==> src/rtl/pt_walker_pkg.sv <==
package pt_walker_pkg;
  localparam int unsigned AW       = 32;
  localparam int unsigned OFF_W    = 10;
  localparam int unsigned L1_W     = 12;
  localparam int unsigned L2_W     = 10;
  localparam int unsigned PTE_SH   = 2;
  localparam int unsigned VLD_BIT  = 0;
  localparam int unsigned TBL_ALGN = L2_W + PTE_SH;

  typedef enum logic [2:0] {
    ST_IDLE,
    ST_RD_OUT,
    ST_WT_OUT,
    ST_RD_IN,
    ST_WT_IN,
    ST_DONE,
    ST_FAULT
  } walk_st_e;
endpackage

==> src/rtl/pt_entry_addr.sv <==
module pt_entry_addr #(
  parameter int unsigned AW     = 32,
  parameter int unsigned IDX_W  = 10,
  parameter int unsigned PTE_SH = 2
) (
  input  logic [AW-1:0]    base_i,
  input  logic [IDX_W-1:0] idx_i,
  output logic [AW-1:0]    addr_o
);
  localparam int unsigned PAD_W = AW - IDX_W - PTE_SH;

  logic [AW-1:0] scaled;

  assign scaled = {{PAD_W{1'b0}}, idx_i, {PTE_SH{1'b0}}};
  assign addr_o = base_i + scaled;
endmodule

==> src/rtl/pt_walker_ctrl.sv <==
module pt_walker_ctrl
  import pt_walker_pkg::*;
(
  input  logic          clk,
  input  logic          rst_n,
  input  logic [AW-1:0] ptbr_i,
  input  logic          req_valid_i,
  output logic          req_ready_o,
  input  logic [AW-1:0] req_vaddr_i,
  output logic [AW-1:0] vaddr_q_o,
  output logic [AW-1:0] ptbr_q_o,
  output logic [AW-1:0] inner_base_o,
  input  logic [AW-1:0] outer_addr_i,
  input  logic [AW-1:0] inner_addr_i,
  output logic          mem_req_valid_o,
  input  logic          mem_req_ready_i,
  output logic [AW-1:0] mem_req_addr_o,
  input  logic          mem_rsp_valid_i,
  input  logic [AW-1:0] mem_rsp_data_i,
  output logic          rsp_valid_o,
  input  logic          rsp_ready_i,
  output logic [AW-1:0] rsp_paddr_o,
  output logic          rsp_fault_o,
  output logic          rsp_fault_lvl_o
);
  walk_st_e      state;
  logic [AW-1:0] vaddr_q;
  logic [AW-1:0] ptbr_q;
  logic [AW-1:0] inner_base_q;
  logic [AW-1:0] paddr_q;
  logic          lvl_q;
  logic          pte_ok;
  logic          unused_pte_bits;

  assign pte_ok          = mem_rsp_data_i[VLD_BIT];
  assign unused_pte_bits = ^mem_rsp_data_i[OFF_W-1:1];

  always_ff @(posedge clk) begin
    if (!rst_n) begin
      state        <= ST_IDLE;
      vaddr_q      <= '0;
      ptbr_q       <= '0;
      inner_base_q <= '0;
      paddr_q      <= '0;
      lvl_q        <= 1'b0;
    end else begin
      case (state)
        ST_IDLE: begin
          if (req_valid_i) begin
            vaddr_q <= req_vaddr_i;
            ptbr_q  <= ptbr_i;
            state   <= ST_RD_OUT;
          end
        end
        ST_RD_OUT: begin
          if (mem_req_ready_i) state <= ST_WT_OUT;
        end
        ST_WT_OUT: begin
          if (mem_rsp_valid_i) begin
            if (!pte_ok) begin
              lvl_q <= 1'b0;
              state <= ST_FAULT;
            end else begin
              inner_base_q <= {mem_rsp_data_i[AW-1:TBL_ALGN], {TBL_ALGN{1'b0}}};
              state        <= ST_RD_IN;
            end
          end
        end
        ST_RD_IN: begin
          if (mem_req_ready_i) state <= ST_WT_IN;
        end
        ST_WT_IN: begin
          if (mem_rsp_valid_i) begin
            if (!pte_ok) begin
              lvl_q <= 1'b1;
              state <= ST_FAULT;
            end else begin
              paddr_q <= {mem_rsp_data_i[AW-1:OFF_W], vaddr_q[OFF_W-1:0]};
              state   <= ST_DONE;
            end
          end
        end
        ST_DONE, ST_FAULT: begin
          if (rsp_ready_i) state <= ST_IDLE;
        end
        default: state <= ST_IDLE;
      endcase
    end
  end

  assign req_ready_o     = (state == ST_IDLE);
  assign mem_req_valid_o = (state == ST_RD_OUT) || (state == ST_RD_IN);
  assign mem_req_addr_o  = (state == ST_RD_IN) ? inner_addr_i : outer_addr_i;
  assign rsp_valid_o     = (state == ST_DONE) || (state == ST_FAULT);
  assign rsp_fault_o     = (state == ST_FAULT);
  assign rsp_fault_lvl_o = (state == ST_FAULT) ? lvl_q : 1'b0;
  assign rsp_paddr_o     = (state == ST_DONE) ? paddr_q : '0;
  assign vaddr_q_o       = vaddr_q;
  assign ptbr_q_o        = ptbr_q;
  assign inner_base_o    = inner_base_q;

  // only one of the three channels is active at a time
  a_r1_one_phase: assert property (@(posedge clk) disable iff (!rst_n)
    $onehot0({req_ready_o, mem_req_valid_o, rsp_valid_o}));

  // a stalled memory request keeps its address
  a_r5_mreq_hold: assert property (@(posedge clk) disable iff (!rst_n)
    (mem_req_valid_o && !mem_req_ready_i) |=>
      (mem_req_valid_o && $stable(mem_req_addr_o)));

  // a fault never carries a physical address
  a_r7_fault_no_paddr: assert property (@(posedge clk) disable iff (!rst_n)
    (rsp_valid_o && rsp_fault_o) |-> (rsp_paddr_o == '0));

  // a result not taken stays put
  a_r9_rsp_hold: assert property (@(posedge clk) disable iff (!rst_n)
    (rsp_valid_o && !rsp_ready_i) |=>
      (rsp_valid_o && $stable(rsp_paddr_o) && $stable(rsp_fault_o)
       && $stable(rsp_fault_lvl_o)));

  // a taken result returns the walker to idle
  a_r9_back_idle: assert property (@(posedge clk) disable iff (!rst_n)
    (rsp_valid_o && rsp_ready_i) |=> req_ready_o);

  // an accepted request starts a memory read next cycle
  a_r1_accept_starts: assert property (@(posedge clk) disable iff (!rst_n)
    (req_valid_i && req_ready_o) |=> (mem_req_valid_o && !req_ready_o));
endmodule

==> src/rtl/pt_walker.sv <==
module pt_walker
  import pt_walker_pkg::*;
(
  input  logic          clk,
  input  logic          rst_n,
  input  logic [31:0]   ptbr_i,
  input  logic          req_valid_i,
  output logic          req_ready_o,
  input  logic [31:0]   req_vaddr_i,
  output logic          mem_req_valid_o,
  input  logic          mem_req_ready_i,
  output logic [31:0]   mem_req_addr_o,
  input  logic          mem_rsp_valid_i,
  input  logic [31:0]   mem_rsp_data_i,
  output logic          rsp_valid_o,
  input  logic          rsp_ready_i,
  output logic [31:0]   rsp_paddr_o,
  output logic          rsp_fault_o,
  output logic          rsp_fault_lvl_o
);
  localparam int unsigned L1_LO = OFF_W + L2_W;

  logic [AW-1:0] vaddr_q;
  logic [AW-1:0] ptbr_q;
  logic [AW-1:0] inner_base;
  logic [AW-1:0] outer_addr;
  logic [AW-1:0] inner_addr;

  pt_entry_addr #(.AW(AW), .IDX_W(L1_W), .PTE_SH(PTE_SH)) i_outer_addr (
    .base_i (ptbr_q),
    .idx_i  (vaddr_q[AW-1:L1_LO]),
    .addr_o (outer_addr)
  );

  pt_entry_addr #(.AW(AW), .IDX_W(L2_W), .PTE_SH(PTE_SH)) i_inner_addr (
    .base_i (inner_base),
    .idx_i  (vaddr_q[L1_LO-1:OFF_W]),
    .addr_o (inner_addr)
  );

  pt_walker_ctrl i_ctrl (
    .clk             (clk),
    .rst_n           (rst_n),
    .ptbr_i          (ptbr_i),
    .req_valid_i     (req_valid_i),
    .req_ready_o     (req_ready_o),
    .req_vaddr_i     (req_vaddr_i),
    .vaddr_q_o       (vaddr_q),
    .ptbr_q_o        (ptbr_q),
    .inner_base_o    (inner_base),
    .outer_addr_i    (outer_addr),
    .inner_addr_i    (inner_addr),
    .mem_req_valid_o (mem_req_valid_o),
    .mem_req_ready_i (mem_req_ready_i),
    .mem_req_addr_o  (mem_req_addr_o),
    .mem_rsp_valid_i (mem_rsp_valid_i),
    .mem_rsp_data_i  (mem_rsp_data_i),
    .rsp_valid_o     (rsp_valid_o),
    .rsp_ready_i     (rsp_ready_i),
    .rsp_paddr_o     (rsp_paddr_o),
    .rsp_fault_o     (rsp_fault_o),
    .rsp_fault_lvl_o (rsp_fault_lvl_o)
  );
endmodule

==> config.mk <==
export PLATFORM = sky130hd
export DESIGN_NAME = pt_walker
export DESIGN_NICKNAME = d
export VERILOG_FILES = /design/src/rtl/pt_walker_pkg.sv /design/src/rtl/pt_entry_addr.sv /design/src/rtl/pt_walker_ctrl.sv /design/src/rtl/pt_walker.sv
export SDC_FILE = /design/constraint.sdc
export NUM_CORES = 1
export LEC_CHECK = 0
export CAP_MARGIN = 20
export CORE_ASPECT_RATIO = 0.75
export CORE_MARGIN = 1
export CORE_UTILIZATION = 44
export DETAILED_ROUTE_END_ITERATION = 8
export PLACE_DENSITY = 0.74
export SETUP_SLACK_MARGIN = 0.02
export SLEW_MARGIN = 20
export SYNTH_ARGS = -nofsm -noshare
export SYNTH_HDL_FRONTEND = slang
export SYNTH_SLANG_ARGS = --single-unit
==> constraint.sdc <==
create_clock -name clk -period 2.15 [get_ports clk]
set_input_delay 0.43 -clock clk [delete_from_list [all_inputs] [get_ports clk]]
set_output_delay 0.43 -clock clk [all_outputs]
set_load 0.005 [all_outputs]
==> summary.md, run 1 <==
| Metric | Value |
|---|---|
| Number of sinks handled by clock tree synthesis | `between 100 and 150` |
| Y dimension of the die | `just over 100 um` |
| Top cells by area in the synthesized netlist | `sky130_fd_sc_hd__dfxtp_1 (40%), sky130_fd_sc_hd__nand2_1 (17%), sky130_fd_sc_hd__a21boi_0 (13%), sky130_fd_sc_hd__and3_1 (3.7%), sky130_fd_sc_hd__xor2_1 (3.0%)` |
| Unique cell type count in the Yosys netlist | `50` |
| Latest clock arrival within the worst-skew pair | `around 0.42 ns` |
| Worst reg2reg path endpoint | `i_ctrl.state[1]` |
| Synthesized area | `approximately 0.0061 mm2` |
| Number of vias after detailed routing | `6274` |
| Total power density per cell area | `about 940 mW/mm2` |
| Global-route wire length before repair | `29.9 mm` |
| Initial Util | `0.458` |
| Reported max-cap violation count | `0` |
| Cts bufs inserted | `17` |
| CP Data Required Time | `around 1.7 ns` |
| Buf/Inv on CP | `2` |
| Number of violations reported at the end of detailed-routing iteration 0 | `about 400` |
| Synthesized area per cell | `~7.7 um2` |
| Skew final | `~0.0060 ns` |
| Setup slack of the most critical reg-to-reg path | `0.12 ns` |
| Final instance area | `0.00925 mm2` |
| Final routed DRC violation total | `0` |
| Classification of the worst setup path | `flip-flop to primary output` |
| Delay of the slowest critical-path stage | `around 0.42 ns` |
| Cells on worst reg2reg path | `12` |
| Number of setup violations in the final report | `39` |
| Worst Hold Path EP | `i_ctrl.paddr_q[27]` |
| Pins over their slew limit | `0` |
| Max Buffers Root-to-Sink | `2` |
| Critical path's top delay family | `simple AND/OR/NAND/NOR gates` |
| Area share of xor/xnor cells in the synthesized design | `0.0390` |
| Final layout net count | `1116` |
| Transition time at the pin with the least slew margin | `around 0.5 ns` |
| Vias in the first global route | `about 6000` |
| Average via count per standard cell | `about 5.3` |
| Fraction of synthesized area in multiplexers | `0.00330` |
| Die footprint | `0.0143 mm2` |
| Area of the placeable core | `about 0.013 mm2` |
| Slew headroom | `0.664` |
| Setup repair after global routing missed its margin | `yes` |
| Cell-by-cell listing of the critical path | `ha_4 -> a21oi_4 -> nor3b_4 -> o31ai_4 -> o21ai_4 -> buf_6 -> o21ai_4 -> or4_4 -> nand3_2 -> buf_2` |
| Combinational family with the most area after synthesis | `simple AND/OR/NAND/NOR gates` |
| Total Negative Setup Slacks | `-20.19 ns` |
| Post-CTS Hold Buffers | `0` |
| Cell depth of the worst hold path | `2` |
| H-tree levels | `4` |
| CP max FO | `6` |
| Worst-case vdd ir drop | `around 0.00062 V` |
| Total wirelength of the detailed-routed design | `19.4 mm` |
| Share of layout cells above drive strength 1 | `0.262` |
| Horizontal die dimension | `~140 um` |
| Detailed-router iteration count before antenna repair | `4` |
| LEAKAGE | `roughly 0.004 uW` |
| Syn-to-layout area delta | `52.4%` |
| Clock period minus final worst setup slack | `just over 3 ns` |
| Overall power after layout | `between 8000 and 9000 uW` |
| Adder-cell share of the synthesized area | `0.0297` |
| Number of flops mapped to enable cells by yosys | `0` |
| Failing checks | `setup timing` |
| Gate count of the mapped netlist | `around 790` |
| Placed cell areas | `approximately 0.0083 mm2` |
| Number of nets with antenna violations after detailed routing | `0` |
| Std-Cell Rows | `36` |
| Detail Placement HPWL | `around 12 mm` |
| Depth of the critical timing path with buffers and inverters included | `10` |
| Launch point of the worst reg-to-reg path | `i_ctrl.state[0]` |
| Most common cell on crit path | `sky130_fd_sc_hd__o21ai_4` |
| Placer's final routability congestion estimate | `0.878` |
| Critical Path Source Type | `flip-flop` |
| Fraction of the mapped netlist area in simple logic gates | `0.260` |
| Clock slew at reported path FFs | `roughly 0.06 ns` |
| Tcrit/Tclk final | `1.43` |
| Top library cells by usage in the layout, fill and taps aside | `sky130_fd_sc_hd__nand2_1 (267), sky130_fd_sc_hd__dfxtp_1 (105), sky130_fd_sc_hd__a21boi_0 (99)` |
| Post-synthesis sequential element count | `120` |
| Number of antenna violations at the first check in global routing | `2` |
| Clock tree from TritonCTS | `done` |
| Area fraction of the dominant cell type after synthesis | `0.396` |
| Pin count of the biggest net entering global routing | `~120` |
| Most common library cell in the layout ignoring fill and taps | `sky130_fd_sc_hd__nand2_1` |
| Dominant synthesized flop cell | `sky130_fd_sc_hd__dfxtp_1` |
| DR WL/cell | `between 15 and 20 um` |
| Data arrival time of the worst path | `about 2.7 ns` |
| Critical hold path startpoint | `i_ctrl.paddr_q[27]` |
| Final WS setup | `-0.932 ns` |
| Gr ovfl total | `0` |
| Final number of hold-violating endpoints | `0` |
| Result of the run | `finished with violations` |
| Max frequency | `0.324 GHz` |
| Fraction of the core area covered by cells at the end of the flow | `0.699` |
| Cell accounting for the most synthesized area | `sky130_fd_sc_hd__dfxtp_1` |
| Number of nets in the synthesized netlist | `900` |
| Category of the worst setup path capture point | `primary output` |
| Post-synthesis compound-gate area fraction | `0.227` |
| Number of diodes added for antenna fixing | `0` |
| Worst hold margin | `between 0.4 and 0.5 ns` |
| Hold Path Class | `flip-flop to flip-flop` |
| Yosys synthesis warning count | `0` |
| Buffers added on ports | `roughly 160` |
| Fraction of synthesis flops using an asynchronous set or reset pin | `0` |
| Cell type of the slowest stage on the worst timing path | `sky130_fd_sc_hd__or4_4` |
| Root buffer cell | `sky130_fd_sc_hd__clkbuf_16` |
| Proportion of synthesized chip area in sequential cells | `0.396` |
| Count of fill cells added during filler insertion | `1048` |
| Total routing usage reported by global routing | `0.274` |
| Number of placed I/O pins | `roughly 170` |
## metrics by stage
| step | std cells | worst slack (ns) |
|---|---|---|
| after floorplan | 785 | -0.0883 |
| after global placement | 1121 | -0.740 |
| after detailed placement | 1121 | -0.768 |
| after CTS | 1177 | -0.900 |
| after global routing | 1185 | -1.06 |
| final | 1185 | -0.932 |
## repair_timing
action,in CTS,in global routing
pin swaps,76,66
buffers inserted,23,10
gates cloned,2,1
gates resized for setup,178,104
setup endpoints to repair,68,64
## cell usage after synthesis (4+ instances only)
cell	number
sky130_fd_sc_hd__and2_1	5
sky130_fd_sc_hd__o21ai_0	27
sky130_fd_sc_hd__xnor2_1	6
sky130_fd_sc_hd__a21oi_1	24
sky130_fd_sc_hd__nor2_1	23
sky130_fd_sc_hd__dfxtp_1	120
sky130_fd_sc_hd__a21boi_1	15
sky130_fd_sc_hd__o211ai_1	9
sky130_fd_sc_hd__clkbuf_1	39
sky130_fd_sc_hd__buf_2	14
sky130_fd_sc_hd__nor2b_1	5
sky130_fd_sc_hd__and3_1	36
sky130_fd_sc_hd__nand2_1	271
sky130_fd_sc_hd__xor2_1	21
sky130_fd_sc_hd__ha_1	12
sky130_fd_sc_hd__a21boi_0	102
sky130_fd_sc_hd__and3_2	6
sky130_fd_sc_hd__a21o_1	4
## worst reg2reg max path: cells and delay by family, from the launching register on
kind	cells	cell delay, ns
AND/OR/NAND/NOR	2	0.32
buffers and inverters	5	0.68
AO/OA/AOI/OAI	5	0.58
flip-flops	1	0.33
## worst max-delay path by stage
stage                         endpoint  slack [ns]                  from
floorplan           mem_req_addr_o[27]       -0.09  i_ctrl.vaddr_q_o[23]
global placement    mem_req_addr_o[28]       -0.74  i_ctrl.vaddr_q_o[20]
detailed placement  mem_req_addr_o[30]       -0.77  i_ctrl.vaddr_q_o[20]
CTS                 mem_req_addr_o[31]       -0.90    i_ctrl.ptbr_q_o[3]
global route        mem_req_addr_o[28]       -1.06   i_ctrl.ptbr_q_o[11]
finish              mem_req_addr_o[31]       -0.93  i_ctrl.vaddr_q_o[21]
## cells by family after synthesis
| kind of cell | after synthesis |
|---|---|
| compound gates | 197 |
| fa+ha+maj | 14 |
| simple gates | 366 |
| buf+inv | 59 |
| flops | 120 |
| xor+xnor | 27 |
| mux | 2 |
## power breakdown
part / internal (uW) / total [uW] / switching (uW) / leakage, uW
clock: 1610 / 2640 / 1030 / 0.000255
combinational: 1570 / 3300 / 1740 / 0.00265
sequential: 2540 / 2740 / 204 / 0.000983
## sequential cells by signal, indices dropped and copies added, names as in the netlist
| register | count |
|---|---|
| i_ctrl.inner_base_o | 20 |
| i_ctrl.lvl_q | 1 |
| i_ctrl.paddr_q | 32 |
| i_ctrl.ptbr_q_o | 32 |
| i_ctrl.state | 3 |
| i_ctrl.vaddr_q_o | 32 |
## cell type report
cell class              count  area [um2]  share of cell area
clock buffers              21         450              0.0487
clock inverters            11         100              0.0108
inverters                   2        7.51            0.000811
multi-input cells         606        3790               0.409
flip-flops and latches    120        2430               0.262
well taps                 171         214              0.0231
repair buffers            254        2270               0.245
## per-layer routing
metal / up-vias / global-route usage / share of wire
li1: 3056 / - / -
met5: - / 0 / 0
met1: 2961 / 0.347 / 0.44
met4: 0 / 0.0981 / 0.020
met3: 37 / 0.0739 / 0.066
met2: 220 / 0.440 / 0.47
Note: power is estimated with default switching activity, not from simulation.
==> run 2, diff against run 1 <==
--- a/config.mk
+++ b/config.mk
@@ -12,6 +12,7 @@
 export DETAILED_ROUTE_END_ITERATION = 8
 export PLACE_DENSITY = 0.74
 export SETUP_SLACK_MARGIN = 0.02
+export SKIP_LAST_GASP = 1
 export SLEW_MARGIN = 20
 export SYNTH_ARGS = -nofsm -noshare
 export SYNTH_HDL_FRONTEND = slang
==> run 2 against run 1 <==
  * The run still ends with setup timing left
  * Via count is 0.62% higher
  * Combinational power is 4% higher
  * Sequential power hardly changed
  * Sequential share of layout area is 0.35 points lower
  * Fmax is 0.23% lower
  * Flip-flop and latch count stayed put
  * Clock skew is 0.00094 ns lower
  * Die area stayed put
  * Total power is 1.3% higher
  * Worst setup slack worse by 0.0072 ns
  * First-iteration DRC count is 22% lower
  * Global-route usage hardly changed
  * Largest cell class unchanged
  * Largest power group unchanged
==> summary.md, run 2 (synthesis results as in run 1) <==
| Metric | Value |
|---|---|
| Final WS setup | `-0.939 ns (was -0.932 ns)` |
| Slew headroom | `0.721 (was 0.664)` |
| Failing checks | `setup timing (unchanged)` |
| H-tree levels | `4 (unchanged)` |
| Total wirelength of the detailed-routed design | `19.6 mm (was 19.4 mm)` |
| Max frequency | `0.324 GHz (about the same)` |
| Critical Path Source Type | `flip-flop (unchanged)` |
| Result of the run | `finished with violations (unchanged)` |
| Classification of the worst setup path | `flip-flop to primary output (unchanged)` |
| Share of layout cells above drive strength 1 | `0.248 (was 0.262)` |
| Worst-case vdd ir drop | `0.000629 V (was 0.000624 V)` |
| Detailed-router iteration count before antenna repair | `5 (was 4)` |
| Final layout net count | `1120 (was 1116)` |
| Gr ovfl total | `0 (unchanged)` |
| Y dimension of the die | `104 um (unchanged)` |
| Number of nets with antenna violations after detailed routing | `0 (unchanged)` |
| Hold Path Class | `flip-flop to flip-flop (unchanged)` |
| Initial Util | `0.458 (unchanged)` |
| Syn-to-layout area delta | `54.5% (was 52.4%)` |
| Worst hold margin | `0.453 ns (was 0.455 ns)` |
| Number of sinks handled by clock tree synthesis | `120 (unchanged)` |
| CP max FO | `6 (unchanged)` |
| Buffers added on ports | `161 (unchanged)` |
| Most common library cell in the layout ignoring fill and taps | `sky130_fd_sc_hd__nand2_1 (unchanged)` |
| Average via count per standard cell | `5.31 (was 5.29)` |
| Pins over their slew limit | `0 (unchanged)` |
| Vias in the first global route | `6118 (was 6136)` |
| Clock slew at reported path FFs | `0.06 ns (about the same)` |
| Delay of the slowest critical-path stage | `0.42 ns (about the same)` |
| Category of the worst setup path capture point | `primary output (unchanged)` |
| LEAKAGE | `0.00414 uW (was 0.00389 uW)` |
| DR WL/cell | `16.5 um (was 16.4 um)` |
| Latest clock arrival within the worst-skew pair | `0.42 ns (about the same)` |
| Number of antenna violations at the first check in global routing | `2 (unchanged)` |
| Total power density per cell area | `938 mW/mm2 (was 939 mW/mm2)` |
| Number of setup violations in the final report | `49 (was 39)` |
| Pin count of the biggest net entering global routing | `121 (unchanged)` |
| Clock tree from TritonCTS | `done (unchanged)` |
| Number of placed I/O pins | `171 (unchanged)` |
| Root buffer cell | `sky130_fd_sc_hd__clkbuf_16 (unchanged)` |
| Cell type of the slowest stage on the worst timing path | `sky130_fd_sc_hd__or4_4 (unchanged)` |
| Most common cell on crit path | `sky130_fd_sc_hd__o21ai_4 (unchanged)` |
| Tcrit/Tclk final | `1.44 (was 1.43)` |
| Overall power after layout | `8800 uW (was 8690 uW)` |
| Skew final | `0.00508 ns (was 0.00602 ns)` |
| Global-route wire length before repair | `29.9 mm (unchanged)` |
| Detail Placement HPWL | `12.3 mm (unchanged)` |
| Number of diodes added for antenna fixing | `0 (unchanged)` |
| Die footprint | `0.0143 mm2 (unchanged)` |
| Final number of hold-violating endpoints | `0 (unchanged)` |
| CP Data Required Time | `1.72 ns (about the same)` |
| Setup repair after global routing missed its margin | `yes (unchanged)` |
| Max Buffers Root-to-Sink | `2 (unchanged)` |
| Post-CTS Hold Buffers | `0 (unchanged)` |
| Cell-by-cell listing of the critical path | `ha_4 -> a21oi_4 -> nor3b_4 -> o31ai_4 -> o21ai_4 -> buf_6 -> o21ai_4 -> or4_4 -> nand3_2 -> buf_2 (unchanged)` |
| Final routed DRC violation total | `0 (unchanged)` |
| Number of violations reported at the end of detailed-routing iteration 0 | `310 (was 396)` |
| Cts bufs inserted | `17 (unchanged)` |
| Std-Cell Rows | `36 (unchanged)` |
| Transition time at the pin with the least slew margin | `0.419 ns (was 0.504 ns)` |
| Top library cells by usage in the layout, fill and taps aside | `sky130_fd_sc_hd__nand2_1 (267), sky130_fd_sc_hd__dfxtp_1 (105), sky130_fd_sc_hd__a21boi_0 (102) (was sky130_fd_sc_hd__nand2_1 (267), sky130_fd_sc_hd__dfxtp_1 (105), sky130_fd_sc_hd__a21boi_0 (99))` |
| Number of vias after detailed routing | `6313 (was 6274)` |
| Area of the placeable core | `0.0132 mm2 (unchanged)` |
| Horizontal die dimension | `138 um (unchanged)` |
| Clock period minus final worst setup slack | `3.09 ns (was 3.08 ns)` |
| Data arrival time of the worst path | `2.66 ns (was 2.65 ns)` |
| Placer's final routability congestion estimate | `0.878 (unchanged)` |
| Reported max-cap violation count | `0 (unchanged)` |
| Total routing usage reported by global routing | `0.273 (was 0.274)` |
==> run 2: per-stage QoR <==
| step | setup TNS [ns] | cells | utilization | worst slack [ns] | instance area, um2 |
|---|---|---|---|---|---|
| final | -22.08 | 1189 | 0.708 | -0.939 | 9380 |
| after global routing | -27.32 | 1189 | 0.708 | -1.06 | 9380 |
| after CTS | -25.90 | 1177 | 0.689 | -0.900 | 9120 |
| after detailed placement | -16.65 | 1121 | 0.628 | -0.768 | 8320 |
| after global placement | -15.76 | 1121 | 0.628 | -0.740 | 8320 |
| after floorplan | -0.646 | 785 | - | -0.0883 | 6220 |
==> run 2: routing by layer <==
layer	GRT usage	share of wire	up-vias
li1	-	-	3066
met1	0.346	0.44	2976
met2	0.445	0.47	234
met3	0.0729	0.068	37
met4	0.0918	0.017	0
met5	0	0	-
==> run 2: final timing paths <==
path | start | to | slack, ns | depth (start not counted)
min reg2reg | i_ctrl.paddr_q[27] | i_ctrl.paddr_q[27] | 0.45 | 2
max reg2reg | i_ctrl.state[0] | i_ctrl.paddr_q[14] | -0.01 | 9
min | i_ctrl.paddr_q[27] | i_ctrl.paddr_q[27] | 0.45 | 2
max | i_ctrl.vaddr_q_o[21] | mem_req_addr_o[31] | -0.94 | 10
==> run 2: area by class of cell <==
type,count,area [um2]
clock buffers,21,450
well taps,171,214
repair buffers,258,2420
multi-input cells,606,3760
fillers,1032,3860
inverters,2,7.51
flip-flops and latches,120,2430
clock inverters,11,100
==> run 2: report_power, final <==
part	total [uW]	internal [uW]	switching (uW)
clock network	2640	1610	1030
registers	2740	2540	200
logic	3420	1650	1770
==> run 2: repair_timing <==
action / CTS / global route
resized for setup: 155 / 100
pin swaps: 76 / 67
gates cloned: 2 / 2
endpoints found under the hold margin: 0 / 0
buffers inserted: 23 / 13
endpoints found under the setup margin: 68 / 98
==> run 2: worst max-delay path: cells and delay by family (launching register included) <==
kind / cells / cell delay, ns
AO/OA/AOI/OAI: 4 / 0.53
adder cells (fa/ha/maj): 1 / 0.28
buffers and inverters: 2 / 0.28
flip-flops: 1 / 0.36
AND/OR/NAND/NOR: 3 / 0.77
==> run 3, diff against run 2 <==
--- a/config.mk
+++ b/config.mk
@@ -8,9 +8,9 @@
 export CAP_MARGIN = 20
 export CORE_ASPECT_RATIO = 0.75
 export CORE_MARGIN = 1
-export CORE_UTILIZATION = 44
+export CORE_UTILIZATION = 45
 export DETAILED_ROUTE_END_ITERATION = 8
-export PLACE_DENSITY = 0.74
+export PLACE_DENSITY = 0.73
 export SETUP_SLACK_MARGIN = 0.02
 export SKIP_LAST_GASP = 1
 export SLEW_MARGIN = 20
==> constraint.sdc (replaced) <==
create_clock -name clk -period 3.8 [get_ports clk]
set_input_delay 0.76 -clock clk [delete_from_list [all_inputs] [get_ports clk]]
set_output_delay 0.76 -clock clk [all_outputs]
set_load 0.005 [all_outputs]
==> run 3 against run 2 <==
  * The run still ends with setup timing left
  * Non-clock buffer count shrank 83
  * Sequential power decreased by 42%
  * Clock skew rose by 0.0012 ns
  * Die area down 2.2%
  * Clock power fell by 26%
  * Final cell count fell by 7.0%
  * Core utilization shrank 5.1 points
  * Total power shrank 44%
  * Via count fell by 7.0%
  * Count of clock-buffer cells in the layout did not move
  * Critical path type unchanged
==> summary.md, run 3 (synthesis results as in run 1) <==
| Metric | Value |
|---|---|
| Clock tree from TritonCTS | `done (unchanged)` |
| Global-route wire length before repair | `26.5 mm (was 29.9 mm)` |
| Final layout net count | `1037 (was 1120)` |
| Latest clock arrival within the worst-skew pair | `0.42 ns (about the same)` |
| Final number of hold-violating endpoints | `0 (unchanged)` |
| CP Data Required Time | `3.04 ns (was 1.72 ns)` |
| Pin count of the biggest net entering global routing | `65 (was 121)` |
| Number of nets with antenna violations after detailed routing | `0 (unchanged)` |
| Final WS setup | `-0.0103 ns (was -0.939 ns)` |
| Total power density per cell area | `574 mW/mm2 (was 938 mW/mm2)` |
| Root buffer cell | `sky130_fd_sc_hd__clkbuf_16 (unchanged)` |
| Worst reg2reg path endpoint | `i_ctrl.state[1] (was i_ctrl.paddr_q[14])` |
| Number of setup violations in the final report | `2 (was 49)` |
| Die footprint | `0.0140 mm2 (was 0.0143 mm2)` |
| Reported max-cap violation count | `0 (unchanged)` |
| Number of violations reported at the end of detailed-routing iteration 0 | `372 (was 310)` |
| Cell depth of the worst hold path | `2 (unchanged)` |
| CP max FO | `7 (was 6)` |
| Worst Hold Path EP | `i_ctrl.paddr_q[26] (was i_ctrl.paddr_q[27])` |
| Slew headroom | `0.508 (was 0.721)` |
| Most common library cell in the layout ignoring fill and taps | `sky130_fd_sc_hd__nand2_1 (unchanged)` |
| Number of diodes added for antenna fixing | `0 (unchanged)` |
| Overall power after layout | `4930 uW (was 8800 uW)` |
| Number of placed I/O pins | `171 (unchanged)` |
| Total wirelength of the detailed-routed design | `16.9 mm (was 19.6 mm)` |
| Clock slew at reported path FFs | `0.06 ns (about the same)` |
| Fraction of the core area covered by cells at the end of the flow | `0.658 (was 0.708)` |
| Launch point of the worst reg-to-reg path | `i_ctrl.state[0] (unchanged)` |
| Share of layout cells above drive strength 1 | `0.0920 (was 0.248)` |
| Vias in the first global route | `5578 (was 6118)` |
| Pins over their slew limit | `0 (unchanged)` |
| Horizontal die dimension | `136 um (was 138 um)` |
| Transition time at the pin with the least slew margin | `0.738 ns (was 0.419 ns)` |
| Total routing usage reported by global routing | `0.244 (was 0.273)` |
| Average via count per standard cell | `5.31 (about the same)` |
| Skew final | `0.00626 ns (was 0.00508 ns)` |
| Category of the worst setup path capture point | `primary output (unchanged)` |
| Buffers added on ports | `161 (unchanged)` |
| Setup repair after global routing missed its margin | `yes (unchanged)` |
| Detailed-router iteration count before antenna repair | `4 (was 5)` |
| Number of antenna violations at the first check in global routing | `0 (was 2)` |
| Cts bufs inserted | `17 (unchanged)` |
| Tcrit/Tclk final | `1.00` |
| Number of sinks handled by clock tree synthesis | `120 (unchanged)` |
| Data arrival time of the worst path | `3.05 ns (was 2.66 ns)` |
| Worst-case vdd ir drop | `0.000336 V (was 0.000629 V)` |
| LEAKAGE | `0.00339 uW (was 0.00414 uW)` |
| Area of the placeable core | `0.0131 mm2 (was 0.0132 mm2)` |
| Placer's final routability congestion estimate | `0.889 (was 0.878)` |
| Hold Path Class | `flip-flop to flip-flop (unchanged)` |
| Classification of the worst setup path | `flip-flop to primary output (unchanged)` |
| DR WL/cell | `15.2 um (was 16.5 um)` |
| Syn-to-layout area delta | `41.5% (was 54.5%)` |
| Y dimension of the die | `103 um (was 104 um)` |
| Cells on worst reg2reg path | `8 (was 9)` |
| Critical hold path startpoint | `i_ctrl.paddr_q[26] (was i_ctrl.paddr_q[27])` |
| Critical Path Source Type | `flip-flop (unchanged)` |
| Initial Util | `0.465 (was 0.458)` |
| Total Negative Setup Slacks | `-0.0189 ns (was -22.08 ns)` |
| Detail Placement HPWL | `11.3 mm (was 12.3 mm)` |
| Gr ovfl total | `0 (unchanged)` |
| Final routed DRC violation total | `0 (unchanged)` |
| Worst setup slack after placement | `0.159 ns (was -0.768 ns)` |
| Top library cells by usage in the layout, fill and taps aside | `sky130_fd_sc_hd__nand2_1 (270), sky130_fd_sc_hd__clkdlybuf4s50_1 (150), sky130_fd_sc_hd__dfxtp_1 (118) (was sky130_fd_sc_hd__nand2_1 (267), sky130_fd_sc_hd__dfxtp_1 (105), sky130_fd_sc_hd__a21boi_0 (102))` |
| Number of vias after detailed routing | `5871 (was 6313)` |
| H-tree levels | `4 (unchanged)` |
| Post-CTS Hold Buffers | `0 (unchanged)` |
| Std-Cell Rows | `36 (unchanged)` |
| Setup slack of the most critical reg-to-reg path | `1.35 ns (was -0.01 ns)` |
| Count of fill cells added during filler insertion | `1116 (was 1032)` |
| Failing checks | `setup timing (unchanged)` |
| Clock period minus final worst setup slack | `around 3.8 ns` |
| Max Buffers Root-to-Sink | `2 (unchanged)` |
| Result of the run | `finished with violations (unchanged)` |
| Max frequency | `around 0.26 GHz` |
## run 3: cell count changes in the layout (fill, tap and decap cells not counted), sizes merged, moves of 4 or more
cell | before | now
clkbuf | 33 | 21
bufinv | 1 | 7
dlygate4sd2 | 7 | 1
clkdlybuf4s50 | 91 | 150
buf | 123 | 15
clkinvlp | 5 | 1
clkdlybuf4s15 | 4 | 0
dlymetal6s2s | 21 | 9
## run 3: area by class of cell
class	instances	area, um2	share of cell area
multi-input combinational	606	3500	0.407
sequential	120	2400	0.280
timing repair buffer	175	1750	0.203
clock buffer	21	480	0.0559
clock inverter	11	240	0.0280
tap	171	214	0.0249
inverter	2	7.51	0.000874
## run 3: power by group
group / switching [uW] / internal (uW) / total [uW]
logic: 754 / 640 / 1390
registers: 155 / 1430 / 1580
clock network: 591 / 1370 / 1960
## run 3: worst max-delay path by stage
| stage | startpoint | end | slack (ns) | cells past startpoint |
|---|---|---|---|---|
| floorplan | i_ctrl.ptbr_q_o[2] | mem_req_addr_o[10] | 1.07 | 9 |
| global route | i_ctrl.ptbr_q_o[2] | mem_req_addr_o[30] | -0.11 | 10 |
| global placement | i_ctrl.ptbr_q_o[2] | mem_req_addr_o[30] | 0.27 | 10 |
| CTS | i_ctrl.vaddr_q_o[26] | mem_req_addr_o[25] | 0.01 | 9 |
| detailed placement | i_ctrl.ptbr_q_o[2] | mem_req_addr_o[30] | 0.16 | 10 |
| finish | i_ctrl.ptbr_q_o[5] | mem_req_addr_o[21] | -0.01 | 9 |
## run 3: metal layers
metal	global-route usage	up-vias	wire (um)
met5	0	-	0
met4	0.0966	0	289
met3	0.0560	27	969
li1	-	2905	-
met1	0.306	2768	7700
met2	0.410	171	7910
## run 3: per-stage QoR
step	cells	instance area [um2]	hold WS [ns]
floorplan	785	6070	0.431
global placement	1068	7710	0.438
detailed placement	1068	7720	0.442
CTS	1103	8520	0.450
global route	1106	8590	0.476
finish	1106	8590	0.449
## run 3: worst max-delay path, cell delays in order (launching register included)
cell	delay, ns
sky130_fd_sc_hd__dfxtp_2	0.34
sky130_fd_sc_hd__ha_4	0.25
sky130_fd_sc_hd__a21oi_1	0.14
sky130_fd_sc_hd__and2b_2	0.25
sky130_fd_sc_hd__o31ai_4	0.37
sky130_fd_sc_hd__o21ai_4	0.15
sky130_fd_sc_hd__o2111ai_1	0.23
sky130_fd_sc_hd__xor2_1	0.12
sky130_fd_sc_hd__o21ai_0	0.24
sky130_fd_sc_hd__clkdlybuf4s50_1	0.55
## run 3: timing repair
item,in CTS,in global routing
resized for setup,13,17
endpoints found under the setup margin,15,18
setup buffers,3,3
pin swaps,5,9
